<file path="src/rtl/gpio_pad_pkg.sv">
package gpio_pad_pkg;
  localparam int WORD_W     = 32;
  localparam int FILL_W     = 4;
  localparam int MODE_W     = 3;
  localparam int ISEL_W     = 4;
  localparam int TRIG_W     = 3;
  localparam int INV_W      = 4;
  // first word field positions
  localparam int W0_RX      = 0;
  localparam int W0_TX      = 1;
  localparam int W0_MODE_LO = 8;
  localparam int W0_ISEL_LO = 28;
  // second word field positions
  localparam int W1_TRIG_LO = 0;
  localparam int W1_INV_LO  = 4;
  // byte stride between pads is 1 << SLOT_LG
  localparam int SLOT_LG    = 3;
  localparam int WORD_BIT   = 2;

  typedef enum logic [MODE_W-1:0] {
    MODE_BIDIR = 3'd0,
    MODE_OUT   = 3'd1,
    MODE_IN    = 3'd2,
    MODE_HIZ   = 3'd3
  } pad_mode_e;

  function automatic logic mode_drives(input logic [MODE_W-1:0] m);
    return (m == MODE_BIDIR) || (m == MODE_OUT);
  endfunction
endpackage

</file>
<file path="src/rtl/gpio_pad_decode.sv">
module gpio_pad_decode
  import gpio_pad_pkg::*;
#(
  parameter int ADDR_W = 16,
  parameter logic [ADDR_W-1:0] BASE_ADDR = 'h4400,
  parameter int NUM_GROUPS = 3,
  parameter logic [NUM_GROUPS*FILL_W-1:0] GROUP_FILL = {4'd12, 4'd15, 4'd9},
  parameter int GROUP_LG = 10,
  parameter int GRP_W = 2,
  parameter int SLOT_W = 4
) (
  input  logic [ADDR_W-1:0] addr,
  output logic              hit,
  output logic [GRP_W-1:0]  grp,
  output logic [SLOT_W-1:0] slot,
  output logic              word_sel
);
  localparam int GF_W = ADDR_W - GROUP_LG;
  localparam int SF_W = GROUP_LG - SLOT_LG;

  logic [ADDR_W-1:0]   off;
  logic [GROUP_LG-1:0] in_grp;
  logic [GF_W-1:0]     grp_full;
  logic [SF_W-1:0]     slot_full;
  logic [FILL_W-1:0]   fill;
  logic                above, aligned, grp_ok;

  assign off       = addr - BASE_ADDR;
  assign above     = (addr >= BASE_ADDR);
  assign in_grp    = off[GROUP_LG-1:0];
  assign grp_full  = off[ADDR_W-1:GROUP_LG];
  assign slot_full = in_grp[GROUP_LG-1:SLOT_LG];
  assign aligned   = (in_grp[1:0] == 2'b00);
  assign grp_ok    = (grp_full < GF_W'(NUM_GROUPS));

  always_comb begin
    fill = '0;
    for (int g = 0; g < NUM_GROUPS; g++) begin
      if (grp_full == GF_W'(g)) fill = GROUP_FILL[g*FILL_W +: FILL_W];
    end
  end

  assign hit      = above && aligned && grp_ok && (slot_full < SF_W'(fill));
  assign grp      = grp_full[GRP_W-1:0];
  assign slot     = slot_full[SLOT_W-1:0];
  assign word_sel = in_grp[WORD_BIT];
endmodule

</file>
<file path="src/rtl/gpio_pad_cell.sv">
module gpio_pad_cell
  import gpio_pad_pkg::*;
(
  input  logic              clk,
  input  logic              rst,
  input  logic              pad_in,
  input  logic              wr_w0,
  input  logic              wr_w1,
  input  logic [WORD_W-1:0] wdata,
  output logic [WORD_W-1:0] word0,
  output logic [WORD_W-1:0] word1,
  output logic              pad_out,
  output logic              pad_oe,
  output logic [ISEL_W-1:0] isel,
  output logic [TRIG_W-1:0] trig,
  output logic [INV_W-1:0]  inv
);
  logic              tx_q, sync1_q, sync2_q, out_q, oe_q;
  logic [MODE_W-1:0] mode_q, new_mode;
  logic [ISEL_W-1:0] isel_q;
  logic [TRIG_W-1:0] trig_q;
  logic [INV_W-1:0]  inv_q;
  logic [1:0]        alive_q;
  logic              unused_wbits;

  assign new_mode     = wdata[W0_MODE_LO +: MODE_W];
  assign unused_wbits = ^{wdata[27:11], wdata[3]};

  always_ff @(posedge clk) begin
    if (rst) begin
      tx_q    <= 1'b0;
      mode_q  <= MODE_HIZ;
      isel_q  <= '0;
      trig_q  <= '0;
      inv_q   <= '0;
      out_q   <= 1'b0;
      oe_q    <= 1'b0;
      sync1_q <= 1'b0;
      sync2_q <= 1'b0;
      alive_q <= 2'd0;
    end else begin
      sync1_q <= pad_in;
      sync2_q <= sync1_q;
      if (alive_q != 2'd2) alive_q <= alive_q + 2'd1;
      if (wr_w0) begin
        tx_q   <= wdata[W0_TX];
        mode_q <= new_mode;
        isel_q <= wdata[W0_ISEL_LO +: ISEL_W];
        oe_q   <= mode_drives(new_mode);
        out_q  <= wdata[W0_TX] & mode_drives(new_mode);
      end
      if (wr_w1) begin
        trig_q <= wdata[W1_TRIG_LO +: TRIG_W];
        inv_q  <= wdata[W1_INV_LO +: INV_W];
      end
    end
  end

  always_comb begin
    word0 = '0;
    word0[W0_RX] = sync2_q;
    word0[W0_TX] = tx_q;
    word0[W0_MODE_LO +: MODE_W] = mode_q;
    word0[W0_ISEL_LO +: ISEL_W] = isel_q;
    word1 = '0;
    word1[W1_TRIG_LO +: TRIG_W] = trig_q;
    word1[W1_INV_LO +: INV_W] = inv_q;
  end

  assign pad_out = out_q;
  assign pad_oe  = oe_q;
  assign isel    = isel_q;
  assign trig    = trig_q;
  assign inv     = inv_q;

  // a driving mode enables the pad on the next edge with the written level
  a_r6_drive_after_write: assert property (@(posedge clk) disable iff (rst)
    (wr_w0 && (wdata[W0_MODE_LO +: MODE_W] < 3'd2)) |=> (pad_oe && (pad_out == $past(wdata[W0_TX]))));

  // a releasing mode drops output enable and output on the next edge
  a_r7_release_after_write: assert property (@(posedge clk) disable iff (rst)
    (wr_w0 && (wdata[W0_MODE_LO +: MODE_W] >= 3'd2)) |=> (!pad_oe && !pad_out));

  // status bit is the input two edges back
  a_r8_rx_two_stage: assert property (@(posedge clk) disable iff (rst)
    (alive_q == 2'd2) |-> (word0[W0_RX] == $past(pad_in, 2)));
endmodule

</file>
<file path="src/rtl/gpio_pad_bank.sv">
module gpio_pad_bank
  import gpio_pad_pkg::*;
#(
  parameter int ADDR_W = 16,
  parameter logic [ADDR_W-1:0] BASE_ADDR = 'h4400,
  parameter int NUM_GROUPS = 3,
  parameter int GROUP_SLOTS = 15,
  parameter logic [NUM_GROUPS*FILL_W-1:0] GROUP_FILL = {4'd12, 4'd15, 4'd9},
  parameter int GROUP_LG = 10,
  localparam int NPADS = NUM_GROUPS * GROUP_SLOTS
) (
  input  logic                    clk,
  input  logic                    rst,
  input  logic [ADDR_W-1:0]       bus_addr,
  input  logic                    bus_we,
  input  logic [WORD_W-1:0]       bus_wdata,
  output logic [WORD_W-1:0]       bus_rdata,
  input  logic [NPADS-1:0]        pad_in,
  output logic [NPADS-1:0]        pad_out,
  output logic [NPADS-1:0]        pad_oe,
  output logic [NPADS*ISEL_W-1:0] irq_sel,
  output logic [NPADS*TRIG_W-1:0] trig_type,
  output logic [NPADS*INV_W-1:0]  inv_ctl
);
  localparam int GRP_W  = (NUM_GROUPS > 1) ? $clog2(NUM_GROUPS) : 1;
  localparam int SLOT_W = (GROUP_SLOTS > 1) ? $clog2(GROUP_SLOTS) : 1;
  localparam int PAD_W  = (NPADS > 1) ? $clog2(NPADS) : 1;

  logic              dec_hit, dec_word;
  logic [GRP_W-1:0]  dec_grp;
  logic [SLOT_W-1:0] dec_slot;
  logic [PAD_W-1:0]  pad_idx;
  logic [NPADS-1:0]  pad_sel;
  logic [NPADS-1:0]  unused_pads;
  logic [WORD_W-1:0] w0_arr [NPADS];
  logic [WORD_W-1:0] w1_arr [NPADS];
  logic [WORD_W-1:0] rd_next;

  gpio_pad_decode #(
    .ADDR_W(ADDR_W), .BASE_ADDR(BASE_ADDR), .NUM_GROUPS(NUM_GROUPS),
    .GROUP_FILL(GROUP_FILL), .GROUP_LG(GROUP_LG), .GRP_W(GRP_W), .SLOT_W(SLOT_W)
  ) u_dec (
    .addr(bus_addr), .hit(dec_hit), .grp(dec_grp), .slot(dec_slot), .word_sel(dec_word)
  );

  assign pad_idx = PAD_W'(dec_grp) * PAD_W'(GROUP_SLOTS) + PAD_W'(dec_slot);

  always_comb begin
    pad_sel = '0;
    if (dec_hit) pad_sel[pad_idx] = 1'b1;
  end

  for (genvar g = 0; g < NUM_GROUPS; g++) begin : g_grp
    localparam int FILL = int'(GROUP_FILL[g*FILL_W +: FILL_W]);
    for (genvar s = 0; s < GROUP_SLOTS; s++) begin : g_slot
      localparam int P = g * GROUP_SLOTS + s;
      if (s < FILL) begin : g_pad
        gpio_pad_cell u_cell (
          .clk(clk), .rst(rst), .pad_in(pad_in[P]),
          .wr_w0(bus_we && pad_sel[P] && !dec_word),
          .wr_w1(bus_we && pad_sel[P] && dec_word),
          .wdata(bus_wdata), .word0(w0_arr[P]), .word1(w1_arr[P]),
          .pad_out(pad_out[P]), .pad_oe(pad_oe[P]),
          .isel(irq_sel[P*ISEL_W +: ISEL_W]),
          .trig(trig_type[P*TRIG_W +: TRIG_W]),
          .inv(inv_ctl[P*INV_W +: INV_W])
        );
        assign unused_pads[P] = 1'b0;
      end else begin : g_empty
        assign w0_arr[P] = '0;
        assign w1_arr[P] = '0;
        assign pad_out[P] = 1'b0;
        assign pad_oe[P] = 1'b0;
        assign irq_sel[P*ISEL_W +: ISEL_W] = '0;
        assign trig_type[P*TRIG_W +: TRIG_W] = '0;
        assign inv_ctl[P*INV_W +: INV_W] = '0;
        assign unused_pads[P] = pad_in[P] ^ pad_sel[P];
      end
    end
  end

  always_comb begin
    rd_next = '0;
    if (dec_hit) rd_next = dec_word ? w1_arr[pad_idx] : w0_arr[pad_idx];
  end

  always_ff @(posedge clk) begin
    if (rst) bus_rdata <= '0;
    else     bus_rdata <= rd_next;
  end

  // an access that decodes to no pad returns zero on the next cycle
  a_r9_miss_reads_zero: assert property (@(posedge clk) disable iff (rst)
    !dec_hit |=> (bus_rdata == '0));

  // a write that decodes to no pad leaves every pad-facing output unchanged
  a_r9_miss_write_no_change: assert property (@(posedge clk) disable iff (rst)
    (bus_we && !dec_hit) |=> ($stable(pad_oe) && $stable(pad_out) && $stable(irq_sel)
                              && $stable(trig_type) && $stable(inv_ctl)));
endmodule

</file>
<file path="config.mk">
export PLATFORM = sky130hd
export DESIGN_NAME = gpio_pad_bank
export DESIGN_NICKNAME = d
export VERILOG_FILES = /design/src/rtl/gpio_pad_pkg.sv /design/src/rtl/gpio_pad_decode.sv /design/src/rtl/gpio_pad_cell.sv /design/src/rtl/gpio_pad_bank.sv
export SDC_FILE = /design/constraint.sdc
export NUM_CORES = 2
export LEC_CHECK = 0
export BUFFER_PORTS_ARGS = -buffer_cell sky130_fd_sc_hd__buf_2
export CORE_UTILIZATION = 44
export CTS_CLUSTER_DIAMETER = 120
export DETAILED_ROUTE_END_ITERATION = 10
export GPL_ROUTABILITY_DRIVEN = 0
export HOLD_SLACK_MARGIN = 0.03
export PLACE_DENSITY = 0.73
export SKIP_CTS_REPAIR_TIMING = 1
export SLEW_MARGIN = 10
export SYNTH_ARGS = -nofsm -noshare
export SYNTH_HDL_FRONTEND = slang
export SYNTH_SLANG_ARGS = --single-unit
export TNS_END_PERCENT = 50
</file>
<file path="constraint.sdc">
create_clock -name clk -period 5.6 [get_ports clk]
set_input_delay 1.12 -clock clk [delete_from_list [all_inputs] [get_ports clk]]
set_output_delay 1.12 -clock clk [all_outputs]
set_load 0.05 [all_outputs]
</file>
* Word-level counts from Yosys, hierarchy flattened
Cells that the tools add are included.
Word-level totals: register bits 716, latch bits 0, bits in writable memories 0, ROM bits 0, input port bits 96, output and inout port bits 617, word-level logic and storage cells 471, memories kept 0
Cells by class: $add $sub $neg 2, $mul 1, divide/modulo/power cells 0, order comparisons 6, equality and inequality tests 3, shifts and indexed selects 0, mux-type cells 13, bitwise logic cells 3, reduce and logical (&&, ||, !) cells 118
Operators with widths (count):
- 32-bit binary-select mux with 6-bit select | 2
- 32-bit 2-to-1 mux | 5
- 1-bit logical AND | 112
- 42-bit 2-to-1 mux | 1
- 16-bit by 15-bit greater-or-equal comparator with 1-bit output (second input constant) | 1
- 16-bit by 15-bit subtractor with 16-bit output (second input constant) | 1
- 4-bit 2-to-1 mux | 3
- 7-bit greater-or-equal comparator (second input constant) | 1
- 6-bit by 7-bit < comparator with 1-bit output (second input constant) | 1
- 7-bit by 4-bit < comparator with 1-bit output | 1
- 6-bit NOT with 7-bit output | 1
- 6-bit by 4-bit adder with 6-bit output | 1
- 1-bit demux with 6-bit select | 1
- 6-bit by 1-bit == test with 1-bit output (second input constant) | 1
- 6-bit by 2-bit == test with 1-bit output (second input constant) | 1
- 6-bit by 1-bit greater-or-equal comparator with 1-bit output (second input constant) | 1
- 6-bit logical NOT | 1
- 6-bit by 2-bit < comparator with 1-bit output (second input constant) | 1
- 2-bit by 4-bit multiplier with 6-bit output (second input constant) | 1
- 3-bit by 1-bit == test with 1-bit output (second input constant) | 1
- 3-bit logical NOT | 1
- 2-bit logical NOT | 1
- 2-bit OR reduction | 1
- 1-bit bitwise AND | 1
- 4 further kinds | 4

* Longest topological paths before layout
depth in word-level cells 10, mapped depth 18, mapped depth without buffers 14

* Hierarchy
Synthesis repeated with hierarchy kept, for this count alone.
Unflattened totals: cell total of the unflattened synthesis 6637, area total of the unflattened synthesis 62636.3 um2
Modules (own cells, without submodules):
- gpio_pad_cell | instances 36, cells an instance 123, area an instance 1128.6 um2, sequential area each 380.4 um2
- gpio_pad_bank | instances 1, cells an instance 2168, area an instance 21699.6 um2, sequential area each 640.6 um2
- gpio_pad_decode | instances 1, cells an instance 41, area an instance 307.8 um2, sequential area each 0.0 um2

* Worst setup path after synthesis
OpenSTA, ideal clock, no wires.
path kind input to register, from input bus_addr[10], to register g_grp[2].g_slot[10].g_pad.u_cell.inv_q[0], setup time 0.133 ns, arrival 4.427 ns, required time 5.467 ns, slack 1.040 ns, stages on the path 15, path buffers 4, path through inv_1 > ha_1 > nor2_1 > xnor2_1 > ha_1 > inv_1 > fa_1 > buf_2 > buf_2 > buf_2 > buf_2 > nand3_1 > nor4_1 > nand4_1 > mux2i_1
Between the ends: word-level cells in the longest chain between the ends 10, elaborated cells on any way between the ends 23, those cells by class add/sub: 2; mul: 1; order compare: 5; eq/ne: 2; mux: 6; reduce/logical: 7
RTL lines:
- start, declared | RTL line gpio_pad_bank.sv:14 | input logic [ADDR_W-1:0] bus_addr,
- 16-bit by 15-bit subtractor with 16-bit output | RTL line gpio_pad_decode.sv:28 | assign off = addr - BASE_ADDR;
- 2-bit by 4-bit multiplier with 6-bit output or 6-bit logical NOT (tied branches) | RTL line gpio_pad_bank.sv:46, gpio_pad_decode.sv:39
- 6-bit by 4-bit adder with 6-bit output or 4-bit 2-to-1 mux (tied branches) | RTL line gpio_pad_bank.sv:46, gpio_pad_decode.sv:39
- 6-bit by 7-bit < comparator with 1-bit output (implied by the code) (tied with other cells) | RTL line gpio_pad_bank.sv:50 | if (dec_hit) pad_sel[pad_idx] = 1'b1;
- 1-bit logical AND (implied by the code) or 4-bit 2-to-1 mux (tied branches) | RTL line gpio_pad_bank.sv:50, gpio_pad_decode.sv:39
- 1-bit 2-to-1 mux (implied by the code) or 7-bit by 4-bit < comparator with 1-bit output (tied branches) | RTL line gpio_pad_bank.sv:50, gpio_pad_decode.sv:43
- 1-bit demux with 6-bit select or 1-bit logical AND (tied branches) | RTL line gpio_pad_bank.sv:50, gpio_pad_decode.sv:43
- 42-bit 2-to-1 mux (*) | RTL line gpio_pad_bank.sv:50
- 1-bit logical AND (*) (2 in series) | RTL line gpio_pad_bank.sv:61 | .wr_w1(bus_we && pad_sel[P] && dec_word),
- end signal, assigned | RTL line gpio_pad_cell.sv:54 | inv_q <= wdata[W1_INV_LO +: INV_W];
- end, declared | RTL line gpio_pad_cell.sv:22 | logic [INV_W-1:0] inv_q;
Mark *: on every way between the ends. The rest lies on a longest branch, timed or not. A chain may end at the register's enable or synchronous reset.

* Worst setup path in the final report
from input bus_addr[10], to register bus_rdata[0]
Between the ends: word-level cells in the longest chain between the ends 9, elaborated cells on any way between the ends 25, those cells by class add/sub: 2; mul: 1; order compare: 3; eq/ne: 2; mux: 10; bitwise: 2; reduce/logical: 5
RTL lines:
- branches (longest 9 deep; another with 16-bit by 15-bit subtractor with 16-bit output)
- end signal, assigned | RTL line gpio_pad_bank.sv:89 | else bus_rdata <= rd_next;
- end, declared | RTL line gpio_pad_bank.sv:17 | output logic [WORD_W-1:0] bus_rdata,
Several ways; the timed one is not identified. The select of a mux whose other input is x is not followed.

==> results.py <==
metrics = {
    "yosys": {
        "yosysWarnings": 0,
        "synth_top_flop_cell": "dfxtp_1",
        "yosysSeqAreaShare": 0.424,
        "synthTopCellsByArea": "dfxtp_1 (42%), mux2i_1 (20%), nand2b_1 (11%)",
        "synth_edf_count": 0,
        "netlist_instances": 3062,
        "async_flop_share": 0,
        "postSynthAreaPerCell_um2": 10.8,
        "synth.distinct_cells": 60,
        "synth_commonest_cells": "dfxtp_1 (698), mux2i_1 (671), nand2b_1 (556)",
        "synth_seq_cells": 698,
        "synth_top_area_frac": 0.424,
        "yosysMostFrequentCell": "dfxtp_1",
        "syn_area_um2": 33000,
        "synth_area_leader_cell": "dfxtp_1",
    },
    "outcome": {
        "status": "finished, final reports clean",
    },
    "sta": {
        "timing.hold.ws_ps": 433,
        "setup_tns_ps": 0,
        "slew_headroom": 0.322,
        "worstMarginPinSlew_ps": 1010,
        "min_period_over_period": 0.844,
        "slew_viol_final": 0,
        "hold_viol_final": 0,
        "rsz0062_at_grt": "false",
        "clock_skew_ps": 15.7,
        "layout_min_cycle_time_ps": 4730,
        "postLayoutSetupSlackWorst_ps": 874,
        "setup_violations": 0,
        "fmax_mhz": 212,
    },
    "routing": {
        "drt_wl_total_mm": 106,
        "firstDrtPassIters": 5,
        "ant_nets": 0,
        "routedWlPerCell_um": 23.5,
        "vias": 24206,
        "first_iter_violations": 1758,
        "drc": 0,
        "vias_per_cell": 5.39,
    },
    "floorplan": {
        "ios": 713,
        "core-area_um2": 73600,
        "initial_core_util": 0.448,
        "die_x_um": 276,
        "die-area_um2": 76000,
        "row_count": 99,
        "die_h_um": 276,
    },
    "placed_design": {
        "hpwl_mm": 74.2,
        "portBuffers": 550,
        "dp_cells": 4349,
        "pre_cts_ws_ps": 320,
    },
    "global_route": {
        "grt_util_all_layers": 0.269,
        "grt_pass1_wl_mm": 153,
        "grt_overflow": 0,
        "grt_max_degree": 138,
        "grt_pass1_vias": 23496,
        "antenna_found_initial": 5,
    },
    "worst_setup_path": {
        "arrival_ps": 5240,
        "ff2ff_setup_slack_ps": 3500,
        "crit_end": "bus_rdata[0]",
        "worstPathRequired_ps": 6110,
        "startpoint": "bus_addr[10]",
        "end_kind": "flop",
        "r2r-end": "bus_rdata[0]",
        "critPathKind": "input port to flop",
        "path_max_fanout": 18,
        "cp-start-kind": "input port",
        "worstRegToRegCells": 6,
        "regToRegStartpoint": "g_grp[1].g_slot[7].g_pad.u_cell.sync2_q",
    },
    "clocking": {
        "root_buffer": "clkbuf_16",
        "clockBufferDepth": 3,
        "cts_buffers": 78,
        "clk_latency_ps": 620,
        "path_clk_slew_ps": 70,
        "tritoncts": "yes",
        "clock_sinks": 698,
        "cts_max_level": 3,
    },
    "power_and_ir_drop": {
        "leakage_nw": 20.0,
        "power_density_nw_per_um2": 311,
        "irDropWorstVdd_mv": 0.227,
    },
    "final_layout": {
        "area_delta_synth_final_pct": 17.1,
        "fin_cells": 4488,
        "fillCellCount": 6515,
        "drive_gt1_frac": 0.278,
        "fin_nets": 3579,
    },
    "min_path": {
        "holdCritPathClass": "flop to flop",
    },
    "flow_run": {
        "cap_violations": 0,
    },
}
layout by cell type, fill, tap and decap left out, types with 22 or more instances in the layout:
master,Yosys,final
nand2b_1,556,555
mux4_2,119,119
nand4_2,23,23
nor3_1,26,26
dfxtp_1,698,698
nor2_1,99,97
conb_1,1,135
buf_4,212,108
mux2i_1,671,671
clkbuf_16,0,79
nand4_1,46,46
buf_2,68,549
nand2_1,48,47
nor2b_1,77,77
a21oi_1,38,38
o21ai_0,22,22
through the flow:
stage                      util  power (mW)  instance area, µm²
final                     0.525        12.0               38600
after global routing      0.525        12.4               38600
after floorplan               -        6.21               33500
after global placement    0.488        6.65               35900
after detailed placement  0.488        6.66               35900
after CTS                 0.525        12.1               38600
worst min path at each step:
stage,start,end,slack (ps),cells past startpoint
after floorplan,g_grp[0].g_slot[0].g_pad.u_cell.sync1_q,g_grp[0].g_slot[0].g_pad.u_cell.sync2_q,410,1
after global placement,g_grp[1].g_slot[10].g_pad.u_cell.sync1_q,g_grp[1].g_slot[10].g_pad.u_cell.sync2_q,420,1
after detailed placement,g_grp[0].g_slot[6].g_pad.u_cell.sync1_q,g_grp[0].g_slot[6].g_pad.u_cell.sync2_q,420,1
after CTS,g_grp[1].g_slot[11].g_pad.u_cell.sync1_q,g_grp[1].g_slot[11].g_pad.u_cell.sync2_q,430,1
after global routing,g_grp[1].g_slot[11].g_pad.u_cell.sync1_q,g_grp[1].g_slot[11].g_pad.u_cell.sync2_q,440,1
final,g_grp[0].g_slot[0].g_pad.u_cell.sync1_q,g_grp[0].g_slot[0].g_pad.u_cell.sync2_q,430,1
report_power, final:
part	internal, mW	switching, mW	leakage (nW)
Sequential	4.99	0.00513	5.64
Clock	3.25	2.19	1.34
Combinational	0.483	1.08	13.0
Total	8.73	3.27	20.0
cell families after synthesis:
family	Yosys count	share of synthesized area
simple gates	931	0.173
mux	798	0.288
flops	698	0.424
buf+inv	486	0.0821
compound gates	128	0.0263
fa+ha+maj	13	0.00516
xor+xnor	7	0.00186
other cells	1	0.000114
final cells by class:
cell class / instances / area [µm²] / area share
diodes: 1 / 2.50 / 0.0000648
clock buffers: 98 / 2190 / 0.0567
clock inverters: 40 / 528 / 0.0137
inverters: 11 / 41.3 / 0.00107
multi-input cells: 2012 / 16900 / 0.437
flip-flops and latches: 698 / 14000 / 0.362
well taps: 959 / 1200 / 0.0311
repair buffers: 669 / 3790 / 0.0983
critical path, stage by stage:
cell,delay (ps)
buf_2,120
inv_1,110
ha_1,270
nor2_1,270
xnor2_1,210
ha_4,190
inv_1,50
fa_4,830
nor2b_1,240
and2_0,720
a221oi_1,260
o31ai_1,350
o22ai_1,120
a2111oi_0,360
state kept, by name (all words and copies together) (netlist names):
| signal | cells |
|---|---|
| g_grp.g_slot.g_pad.u_cell.trig | 108 |
| g_grp.g_slot.g_pad.u_cell.isel | 144 |
| g_grp.g_slot.g_pad.u_cell.tx_q | 36 |
| g_grp.g_slot.g_pad.u_cell.inv | 144 |
| g_grp.g_slot.g_pad.u_cell.mode_q | 108 |
| g_grp.g_slot.g_pad.u_cell.pad_oe | 36 |
| g_grp.g_slot.g_pad.u_cell.sync2_q | 36 |
| g_grp.g_slot.g_pad.u_cell.pad_out | 36 |
| g_grp.g_slot.g_pad.u_cell.sync1_q | 36 |
| bus_rdata | 14 |
routing by layer:
layer  track usage  up-vias  wire, µm
li1              -    11054         -
met3        0.0585      191      7810
met5             0        -        34
met4        0.0957        4      3340
met2         0.437      973     49600
met1         0.351    11984     44800
Power figures use the tool's default switching activity.
